**src/rtl/tile_seq_pkg.sv**
```systemverilog
package tile_seq_pkg;
  localparam int NSTG    = 5;
  localparam int IDX_SET = 0;  // set-release stage
  localparam int IDX_RST = 1;  // reset-release stage
  localparam int IDX_CLK = 2;  // clock-enable stage
  localparam int IDX_ISO = 3;  // isolation-release stage
  localparam int IDX_RDY = 4;  // ready stage
  typedef logic [NSTG-1:0] stg_t;
endpackage

```
**src/rtl/tile_seq_chain.sv**
```systemverilog
module tile_seq_chain
  import tile_seq_pkg::*;
(
  input  logic clk,
  input  logic rst_n,
  input  logic armed,
  input  logic shift_en,
  input  logic clear,
  input  stg_t strike,
  output stg_t stg
);
  for (genvar i = 0; i < NSTG; i++) begin : g_stage
    logic prev;
    if (i == 0) begin : g_head
      assign prev = armed;
    end else begin : g_link
      assign prev = stg[i-1];
    end
    always_ff @(posedge clk) begin
      if (!rst_n || clear) stg[i] <= 1'b0;
      else if (shift_en)   stg[i] <= prev ^ strike[i];
      else                 stg[i] <= stg[i] ^ strike[i];
    end
  end

  AST_CLEAR_EMPTIES: assert property (@(posedge clk) disable iff (!rst_n)
    clear |=> (stg == '0));
  AST_HOLD_STABLE: assert property (@(posedge clk) disable iff (!rst_n)
    (!shift_en && !clear && strike == '0) |=> $stable(stg));
endmodule

```
**src/rtl/tile_seq_watch.sv**
```systemverilog
module tile_seq_watch #(
  parameter int CHK = 14
) (
  input  logic clk,
  input  logic rst_n,
  input  logic start,
  input  logic all_one,
  output logic armed,
  output logic up,
  output logic fix,
  output logic clear
);
  localparam int CW = $clog2(CHK + 1);
  logic [CW-1:0] cnt;
  logic run, tick;

  assign run   = up && !fix;
  assign tick  = run && (cnt == CW'(CHK - 1));
  assign clear = tick && !all_one;

  always_ff @(posedge clk) begin
    if (!rst_n) begin
      armed <= 1'b0;
      up    <= 1'b0;
      fix   <= 1'b0;
      cnt   <= '0;
    end else begin
      armed <= armed | start;
      up    <= up | all_one;
      if (clear)              fix <= 1'b1;
      else if (fix && all_one) fix <= 1'b0;
      if (!run || tick) cnt <= '0;
      else              cnt <= cnt + 1'b1;
    end
  end

  AST_FIX_ONLY_ON_FAULT: assert property (@(posedge clk) disable iff (!rst_n)
    $rose(fix) |-> $past(!all_one));
  AST_FIX_ENDS_FULL: assert property (@(posedge clk) disable iff (!rst_n)
    $fell(fix) |-> $past(all_one));
  AST_UP_STICKY: assert property (@(posedge clk) disable iff (!rst_n)
    up |=> up);
endmodule

```
**src/rtl/tile_seq_outmap.sv**
```systemverilog
module tile_seq_outmap
  import tile_seq_pkg::*;
(
  input  stg_t stg,
  input  logic hold,
  output logic iso,
  output logic clk_en,
  output logic force_rst,
  output logic force_set,
  output logic ready
);
  always_comb begin
    iso       = hold || !stg[IDX_ISO];
    clk_en    = !hold && stg[IDX_CLK];
    force_rst = hold || !stg[IDX_RST];
    force_set = !hold && stg[IDX_RST] && !stg[IDX_SET];
    ready     = !hold && stg[IDX_RDY];
  end
endmodule

```
**src/rtl/tile_seq_repair.sv**
```systemverilog
module tile_seq_repair
  import tile_seq_pkg::*;
#(
  parameter int CLK_MHZ  = 100,
  parameter int LIMIT_US = 20
) (
  input  logic            clk,
  input  logic            rst_n,
  input  logic            start_i,
  input  logic [NSTG-1:0] strike_i,
  output logic            tile_iso_o,
  output logic            tile_clk_en_o,
  output logic            tile_force_rst_o,
  output logic            tile_force_set_o,
  output logic            tile_ready_o
);
  localparam int BUDGET = CLK_MHZ * LIMIT_US;
  localparam int CHK    = BUDGET - (NSTG + 1);
  localparam int EW     = $clog2(BUDGET + 2);

  stg_t stg;
  logic armed, up, fix, clear, all_one, shift_en;

  assign all_one  = &stg;
  assign shift_en = armed && (!up || fix);

  tile_seq_chain u_chain (
    .clk(clk), .rst_n(rst_n), .armed(armed), .shift_en(shift_en),
    .clear(clear), .strike(strike_i), .stg(stg)
  );

  tile_seq_watch #(.CHK(CHK)) u_watch (
    .clk(clk), .rst_n(rst_n), .start(start_i), .all_one(all_one),
    .armed(armed), .up(up), .fix(fix), .clear(clear)
  );

  tile_seq_outmap u_map (
    .stg(stg), .hold(fix), .iso(tile_iso_o), .clk_en(tile_clk_en_o),
    .force_rst(tile_force_rst_o), .force_set(tile_force_set_o),
    .ready(tile_ready_o)
  );

  // cycles spent degraded since the most recent upset
  logic [EW-1:0] ep_cnt;
  always_ff @(posedge clk) begin
    if (!rst_n || strike_i != '0 || !(up && (fix || !all_one))) ep_cnt <= '0;
    else if (ep_cnt != '1) ep_cnt <= ep_cnt + 1'b1;
  end

  AST_REPAIR_BOUNDED: assert property (@(posedge clk) disable iff (!rst_n)
    ep_cnt <= EW'(BUDGET));
  AST_ISOLATED_IN_REPAIR: assert property (@(posedge clk) disable iff (!rst_n)
    fix |-> (tile_iso_o && !tile_clk_en_o && tile_force_rst_o && !tile_ready_o));
endmodule

```
**config.mk**
```make
export PLATFORM = sky130hd
export DESIGN_NAME = tile_seq_repair
export DESIGN_NICKNAME = d
export VERILOG_FILES = /design/src/rtl/tile_seq_pkg.sv /design/src/rtl/tile_seq_chain.sv /design/src/rtl/tile_seq_watch.sv /design/src/rtl/tile_seq_outmap.sv /design/src/rtl/tile_seq_repair.sv
export SDC_FILE = /design/constraint.sdc
export NUM_CORES = 1
export LEC_CHECK = 0
export BUFFER_PORTS_ARGS = -buffer_cell sky130_fd_sc_hd__buf_2
export CORE_MARGIN = 8
export CORE_UTILIZATION = 58
export DETAILED_ROUTE_END_ITERATION = 10
export PLACE_DENSITY = 0.89
export RECOVER_POWER = 100
export SYNTH_ARGS = -nofsm -noshare
export SYNTH_HDL_FRONTEND = slang
export SYNTH_SLANG_ARGS = --single-unit
```
**constraint.sdc**
```tcl
create_clock -name clk -period 2.2 [get_ports clk]
set_input_delay 0.22 -clock clk [delete_from_list [all_inputs] [get_ports clk]]
set_output_delay 0.22 -clock clk [all_outputs]
set_load 0.005 [all_outputs]
```
==> results of run 1 <==
==> routing by layer <==
metal,track usage (%),routed length [um],up-vias
met5,0,0,-
met4,5.842,30,0
met3,2.968,93,5
met2,19.33,894,22
met1,14.65,902,392
li1,-,-,412
==> path summary, 6_finish.rpt <==
| kind | startpoint | end | slack, ps | cells after the start |
|---|---|---|---|---|
| worst max-delay path | u_watch.cnt[3] | u_chain.g_stage[3].prev | 680 | 4 |
| worst min-delay path | start_i | u_watch.armed | 110 | 2 |
| worst max register to register | u_watch.cnt[3] | u_chain.g_stage[3].prev | 680 | 4 |
| worst min register to register | u_watch.cnt[0] | u_watch.cnt[0] | 510 | 1 |
==> kinds of logic (layout without fill, tap and decap cells) <==
family / Yosys count / count (layout) / synth area share [%]
buffers and inverters: 7 / 22 / 2.830
XOR/XNOR: 7 / 7 / 6.604
adder cells (fa/ha/maj): 2 / 2 / 2.695
flip-flops: 19 / 19 / 40.97
AND/OR/NAND/NOR: 52 / 52 / 31.81
AO/OA/AOI/OAI: 20 / 20 / 15.09
==> power groups by stage <==
stage / clock network, mW / logic (mW) / registers (mW)
2_1_floorplan: 0 / 0.0364 / 0.368
3_3_place_gp: 0 / 0.0530 / 0.374
3_5_place_dp: 0 / 0.0560 / 0.374
4_1_cts: 0.180 / 0.0568 / 0.366
5_1_grt: 0.190 / 0.0615 / 0.368
6_report: 0.175 / 0.0544 / 0.366
==> sequential cells by signal, summed over array words and instances, names as in the netlist <==
name / cells
u_chain.g_stage.prev: 4
u_chain.stg: 1
u_watch.armed: 1
u_watch.cnt: 11
u_watch.fix: 1
u_watch.up: 1
==> metrics by stage <==
step | util [%] | total power [mW] | setup WS (ps) | std cells | hold slack, ps
final | 67.69 | 0.5958 | 681.2 | 138 | 109.6
after global routing | 67.69 | 0.6192 | 546.5 | 138 | 120.8
after CTS | 68.52 | 0.6025 | 712.3 | 138 | 106.1
after detailed placement | 66.69 | 0.4296 | 728.1 | 134 | 424.2
after global placement | 66.69 | 0.4266 | 792.6 | 134 | 425.0
after floorplan | - | 0.4048 | 862.5 | 107 | 330.2
==> cell type report <==
type                    instances  area [um^2]
clock buffers                   3        22.52
clock inverters                 1        5.005
fillers                       131        486.7
inverters                       6        22.52
multi-input cells              81        515.5
flip-flops and latches         19        380.4
well taps                      16        20.02
repair buffers                 12        53.80
==> placed cells by master, fill, tap and decap left out, types with 3 or more instances in the layout <==
cell,count
nor3_1,4
xor2_1,5
nand2_1,4
nand4_1,3
nor3b_1,3
o21a_1,3
clkbuf_4,3
clkbuf_1,5
nand3_1,14
buf_2,7
nor2_1,12
a21oi_1,8
inv_1,6
nor2b_1,3
o21ai_0,3
dfxtp_1,19
nand2b_1,3
==> worst max-delay path, delay by kind of cell, from the launching register on <==
family	cells	cell delay [ps]
DFF	1	430
AOI/OAI and AO/OA	1	380
and+or+nand+nor	3	600
==> flow_summary_export.csv, run 1 <==
group,metric,value,unit
outcome,outcome,"complete, no violations",
detailed_routing,dr.pass1.iters,4,
logic_synthesis,synth_top_area_share,40.97,%
logic_synthesis,yosysSeqAreaShare,40.97,%
clock_network,h-tree-depth,1,
detailed_routing,first_iter_violations,20,
pwr,p_seq_share,61.5,%
pwr,p_per_area,584.2,nW/um^2
detailed_routing,drc,0,
pwr,internal_power,0.4484,mW
clock_network,clock_sinks,19,
layout,syn2layout_area_growth,9.839,%
place,placement.cell_area,1005,um^2
clock_network,cts.clk_slew.worst_paths,110,ps
timing,slew_headroom,78.29,%
pwr,swShare,24.74,%
min_path,min_path_type,"input port to flip-flop",
layout,drive_above_1_share,11.48,%
detailed_routing,wl_per_cell,13.92,um
die,die_h,56.01,um
logic_synthesis,synthCells,107,
logic_synthesis,ys_ff_latch,19,
critical_path,critPathLaunchType,"flip-flop",
clock_network,cts_made_buffers,3,
die,die-area,3137,um^2
clock_network,post-cts-setup-buffers,0,
timing,final-setup-viol-count,0,
logic_synthesis,syn_area,928.4,um^2
timing,setup_tns,0,ps
layout,final_area,1020,um^2
logic_synthesis,yosys_warnings,0,
global_routing,grt_max_degree,12,
critical_path,critPathSlowestCell,"dfxtp_1",
timing,max_freq,658.4,MHz
pwr,p_leak,0.3601,nW
detailed_routing,viasPerCell,6.022,
place,hpwl,1.434,mm
clock_network,holdBufCountCts,0,
pwr,vdd_drop_max,0.0004352,V
die,placementRows,14,
detailed_routing,ant_nets,0,
clock_network,clk_path_buf_depth,2,
global_routing,grt_overflow,0,
logic_synthesis,synth-edff-count,0,
logic_synthesis,synth_area_per_cell,8.677,um^2
critical_path,path_max_fanout,6,
place,io_buffers,12,
critical_path,crit_path_max_incr_delay,430,ps
clock_network,tritoncts,"built",
die,start_util,61.63,%
global_routing,grt_first_pass_wirelength,3.291,mm
run,drv_cap,0,
place,gp_congestion,0.8478,
logic_synthesis,synthArstFlopShare,0,%
pwr,combPwrFrac,9.1,%
global_routing,first_global_vias,774,
logic_synthesis,yosys.cell_count.top_type,"dfxtp_1",
clock_network,root_buffer,"clkbuf_4",
global_routing,grt_usage,12.12,%
logic_synthesis,synth.net_count,117,
die,die_w,56.01,um
logic_synthesis,ys.flop_type,"dfxtp_1",
critical_path,critical_path.cell_chain,"nor4b_4, nand4_1, o31ai_4, nor3_1",
timing,fin_skew,9.641,ps
timing,tightest_slew,324.8,ps
die,coreArea,1506,um^2
clock_network,clock_latency,300,ps
global_routing,antenna_found_initial,0,
timing,post-route-min-period,1519,ps
critical_path,crit_path_end_kind,"flip-flop",
detailed_routing,vias,831,
pwr,p_sw,0.1474,mW
timing,final.period_utilization,69.04,%
timing,report.final.slew_viol_count,0,
clock_network,ctsResizeCount,0,
logic_synthesis,synth_top_cell_by_area,"dfxtp_1",
critical_path,worstPathArrival,1710,ps
die,ios,13,
timing,rsz0062_at_grt,"false",
critical_path,crit_type,"flip-flop to flip-flop",
layout,final_nets,133,
logic_synthesis,synth_cell_types,28,
timing,hold_viol,0,
logic_synthesis,synth_area_leaders,"dfxtp_1 (41%), nand3_1 (7.5%), nor2_1 (4.9%)",
critical_path,crit_required,2390,ps
logic_synthesis,synthTopCellsByCount,"dfxtp_1 (19), nand3_1 (14), nor2_1 (12)",
layout,antenna_cells,0,
detailed_routing,wirelength,1.921,mm
pwr,power.share.clock,29.4,%
Power figures use the tool's default switching activity.
==> run 2, diff against run 1 <==
--- a/config.mk
+++ b/config.mk
@@ -7,9 +7,9 @@
 export LEC_CHECK = 0
 export BUFFER_PORTS_ARGS = -buffer_cell sky130_fd_sc_hd__buf_2
 export CORE_MARGIN = 8
-export CORE_UTILIZATION = 58
+export CORE_UTILIZATION = 54
 export DETAILED_ROUTE_END_ITERATION = 10
-export PLACE_DENSITY = 0.89
+export PLACE_DENSITY = 0.84
 export RECOVER_POWER = 100
 export SYNTH_ARGS = -nofsm -noshare
 export SYNTH_HDL_FRONTEND = slang
==> constraint.sdc (replaced) <==
create_clock -name clk -period 1.45 [get_ports clk]
set_input_delay 0.145 -clock clk [delete_from_list [all_inputs] [get_ports clk]]
set_output_delay 0.145 -clock clk [all_outputs]
set_load 0.005 [all_outputs]
==> flow_summary_export.csv, run 2 (same netlist as run 1, synthesis figures left out) <==
group,metric,value,unit
outcome,outcome,"complete, no violations",
timing,max_freq,731.7,MHz
critical_path,critPathSlowestCell,"dfxtp_1",
detailed_routing,vias,835,
place,dp_cells,142,
detailed_routing,dr.pass1.iters,3,
detailed_routing,ant_nets,0,
layout,drive_above_1_share,19.23,%
global_routing,antenna_found_initial,0,
timing,final-setup-viol-count,0,
critical_path,worstPathArrival,1550,ps
timing,fin_skew,2.620,ps
pwr,p_total,0.8935,mW
die,die_w,57.47,um
layout,largest_reg_flops,11,
layout,layout_common_cells,"dfxtp_1 (18), nand3_1 (13), nor2_1 (12)",
detailed_routing,wl_per_cell,12.90,um
layout,final_nets,141,
timing,report.final.slew_viol_count,0,
layout,syn2layout_area_growth,17.92,%
clock_network,tritoncts,"built",
global_routing,grt_usage,11.93,%
critical_path,crit_type,"flip-flop to flip-flop",
global_routing,grt_first_pass_wirelength,3.201,mm
layout,regMostFlops,"u_watch.cnt",
die,coreArea,1670,um^2
layout,fill_cells,152,
clock_network,h-tree-depth,1,
clock_network,clk_path_buf_depth,2,
timing,hold_viol,0,
die,die_h,57.47,um
place,hpwl,1.475,mm
layout,layout.cells.non_filler,147,
die,die-area,3302,um^2
pwr,p_per_area,816.1,nW/um^2
clock_network,cts.clk_slew.worst_paths,100,ps
clock_network,cts_made_buffers,3,
timing,tightest_slew,362.9,ps
min_path,min_path_type,"input port to flip-flop",
pwr,p_leak,0.4107,nW
place,io_buffers,12,
detailed_routing,wirelength,1.896,mm
die,placementRows,15,
timing,post-route-min-period,1367,ps
clock_network,root_buffer,"clkbuf_4",
critical_path,critPathLaunchType,"flip-flop",
die,start_util,55.58,%
layout,antenna_cells,0,
clock_network,clock_sinks,19,
layout,final_common_cell,"dfxtp_1",
timing,slew_headroom,75.75,%
place,gp_congestion,0.8418,
global_routing,grt_overflow,0,
critical_path,crit_required,1630,ps
critical_path,critical_path.cell_chain,"nor4b_4, nand4_2, o31ai_4, nor2_1",
die,ios,13,
timing,final.period_utilization,94.25,%
critical_path,crit_path_end_kind,"flip-flop",
pwr,vdd_drop_max,0.0004996,V
critical_path,crit_path_max_incr_delay,350,ps
timing,setup_tns,0,ps
global_routing,first_global_vias,772,
clock_network,clock_latency,290,ps
timing,rsz0062_at_grt,"false",
run,drv_cap,0,
detailed_routing,viasPerCell,5.680,
place,dp_slack,19.99,ps
timing,setup_ws,83.37,ps
detailed_routing,first_iter_violations,15,
global_routing,grt_max_degree,11,
place,placement.cell_area,1059,um^2
detailed_routing,drc,0,
critical_path,path_max_fanout,5,
layout,final_area,1095,um^2
==> run 2: worst max-delay path, delay by kind of cell, from the launching register on <==
family | cells | cell delay, ps
and+or+nand+nor | 3 | 600
AOI/OAI and AO/OA | 1 | 300
DFF | 1 | 350
==> run 2: final cells by class <==
| cell class | count | area (um^2) | share of cell area, % |
|---|---|---|---|
| clock buffer | 4 | 26.28 | 2.400 |
| sequential | 19 | 381.6 | 34.86 |
| timing repair buffer | 20 | 113.9 | 10.40 |
| inverter | 6 | 22.52 | 2.057 |
| multi-input combinational | 81 | 529.3 | 48.34 |
| tap | 17 | 21.27 | 1.943 |
==> run 2: what timing repair did <==
item | in CTS | in global routing
endpoints found under the setup margin | 0 | 11
setup buffers | 0 | 1
endpoints found under the hold margin | 0 | 0
hold buffers | 0 | 0
resized for setup | 0 | 3
==> run 2: per-stage QoR <==
stage	utilization (%)	hold slack [ps]
5_1_grt	65.54	36.99
6_report	65.54	48.20
3_5_place_dp	63.37	344.6
2_1_floorplan	-	255.2
4_1_cts	64.94	35.47
3_3_place_gp	63.37	340.8
==> run 2: final timing paths <==
kind	from	to	slack (ps)	cells past startpoint
worst max-delay path	u_watch.cnt[2]	u_chain.g_stage[1].prev	80	4
worst min-delay path	start_i	u_watch.armed	50	2
worst max register to register	u_watch.cnt[2]	u_chain.g_stage[1].prev	80	4
worst min register to register	u_watch.cnt[9]	u_watch.cnt[9]	530	2
==> run 2: layer usage <==
layer	part of all wire (%)	GRT usage, %
met1	44	12.53
met2	50	21.70
met3	5.2	2.915
met4	1.3	5.357
met5	0	0
==> run 2: power by group <==
part           switching (mW)  internal [mW]
clock network           0.150          0.107
registers              0.0177          0.538
logic                  0.0411         0.0397
==> run 3, diff against run 2 <==
--- a/config.mk
+++ b/config.mk
@@ -6,11 +6,11 @@
 export NUM_CORES = 1
 export LEC_CHECK = 0
 export BUFFER_PORTS_ARGS = -buffer_cell sky130_fd_sc_hd__buf_2
+export CORE_ASPECT_RATIO = 1.2
 export CORE_MARGIN = 8
 export CORE_UTILIZATION = 54
 export DETAILED_ROUTE_END_ITERATION = 10
 export PLACE_DENSITY = 0.84
-export RECOVER_POWER = 100
 export SYNTH_ARGS = -nofsm -noshare
 export SYNTH_HDL_FRONTEND = slang
 export SYNTH_SLANG_ARGS = --single-unit
==> flow_summary_export.csv, run 3 (same netlist as run 1, synthesis figures left out) <==
group,metric,value,unit
detailed_routing,drc,0,
layout,final_area,1130,um^2
timing,hold_viol,0,
layout,antenna_cells,0,
timing,fin_hold_ws,32.24,ps
global_routing,grt_first_pass_wirelength,3.277,mm
timing,final-setup-viol-count,0,
detailed_routing,ant_nets,0,
place,dp_slack,-6.477,ps
place,placement.cell_area,1060,um^2
critical_path,critPathSlowestCell,"dfxtp_4",
timing,final.period_utilization,97.23,%
critical_path,crit_required,1640,ps
die,die_w,53.85,um
layout,largest_reg_flops,11,
pwr,p_total,0.8998,mW
die,die-area,3307,um^2
critical_path,path_max_fanout,5,
clock_network,h-tree-depth,1,
die,start_util,57.25,%
layout,final_common_cell,"dfxtp_1",
place,gp_congestion,0.9072,
die,ios,13,
timing,slew_headroom,77.23,%
timing,report.final.slew_viol_count,0,
clock_network,clock_latency,300,ps
place,io_buffers,12,
run,drv_cap,0,
detailed_routing,wl_per_cell,13.44,um
min_path,min_path_type,"input port to flip-flop",
detailed_routing,wirelength,2.016,mm
layout,regMostFlops,"u_watch.cnt",
pwr,p_per_area,796.4,nW/um^2
clock_network,root_buffer,"clkbuf_4",
global_routing,grt_max_degree,12,
critical_path,crit_path_max_incr_delay,370,ps
clock_network,cts_made_buffers,3,
die,die_h,61.42,um
clock_network,clock_sinks,19,
layout,syn2layout_area_growth,21.70,%
clock_network,cts.clk_slew.worst_paths,100,ps
critical_path,critPathLaunchType,"flip-flop",
timing,tightest_slew,340.9,ps
timing,setup_ws,40.13,ps
timing,fin_skew,2.174,ps
critical_path,crit_type,"flip-flop to flip-flop",
pwr,p_leak,0.4426,nW
global_routing,antenna_found_initial,0,
detailed_routing,viasPerCell,5.753,
layout,layout_common_cells,"dfxtp_1 (16), nand3_1 (13), nor2_1 (12), buf_2 (12), buf_4 (10)",
clock_network,tritoncts,"built",
timing,max_freq,709.3,MHz
outcome,outcome,"complete, no violations",
die,coreArea,1622,um^2
critical_path,critical_path.cell_chain,"nor4b_4, nand4_2, o31ai_4, nor3b_1",
global_routing,first_global_vias,804,
place,hpwl,1.480,mm
detailed_routing,dr.pass1.iters,4,
critical_path,worstPathArrival,1600,ps
detailed_routing,vias,863,
die,placementRows,16,
critical_path,crit_path_end_kind,"flip-flop",
timing,post-route-min-period,1410,ps
layout,drive_above_1_share,28.03,%
global_routing,grt_overflow,0,
clock_network,clk_path_buf_depth,2,
pwr,vdd_drop_max,0.0006106,V
layout,final_nets,143,
detailed_routing,first_iter_violations,37,
global_routing,grt_usage,13.08,%
==> run 3: cell types whose count changed in the layout (fill, tap and decap cells not counted), moves of 2 or more <==
cell      previous run  this run
buf_2                7        12
dfxtp_1             18        16
clkbuf_1             6         0
buf_4                7        10
==> run 3: where the power goes <==
group / internal (mW) / leakage (nW) / switching (mW)
Clock: 0.103 / 0.0177 / 0.157
Combinational: 0.0463 / 0.268 / 0.0437
Sequential: 0.536 / 0.157 / 0.0140
==> run 3: what timing repair did <==
action                     CTS  global route
gates resized for setup      0             8
setup endpoints to repair    2            13
cloned                       0             0
pin swaps                    1             4
hold buffers                 0             0
setup buffers                0             3
==> run 3: metal layers <==
| metal | global-route usage [%] | up-vias | routed length, um |
|---|---|---|---|
| met1 | 13.13 | 389 | 773 |
| met3 | 2.899 | 10 | 151 |
| met4 | 6.137 | 0 | 46 |
| met2 | 24.38 | 33 | 1043 |
| met5 | 0 | - | 0 |
| li1 | - | 431 | - |
==> run 3: final timing paths <==
path	from	endpoint	slack (ps)	depth (start not counted)
worst min-delay path	start_i	u_watch.armed	30	2
worst max register to register	u_watch.cnt[5]	u_chain.g_stage[4].prev	40	4
worst max-delay path	u_watch.cnt[5]	u_chain.g_stage[4].prev	40	4
worst min register to register	u_watch.cnt[9]	u_watch.cnt[9]	560	2
==> run 3: area by class of cell <==
type                    instances  area (um^2)
well taps                      18        22.52
clock buffers                   3        22.52
repair buffers                 22        135.1
clock inverters                 1        5.005
inverters                       6        22.52
fillers                       138        491.7
multi-input cells              81        535.5
flip-flops and latches         19        386.6
==> run 3: critical path, delay by kind of cell (launching register included) <==
| kind | cells | cell delay, ps |
|---|---|---|
| AOI/OAI and AO/OA | 1 | 350 |
| DFF | 1 | 370 |
| and+or+nand+nor | 3 | 570 |
==> run 3: through the flow <==
step / instances / setup TNS [ps] / utilization (%)
2_1_floorplan: 107 / 0 / -
3_5_place_dp: 143 / -7.521 / 65.35
3_3_place_gp: 143 / 0 / 65.35
5_1_grt: 150 / -59.42 / 69.68
6_report: 150 / 0 / 69.68
4_1_cts: 147 / 0 / 67.05
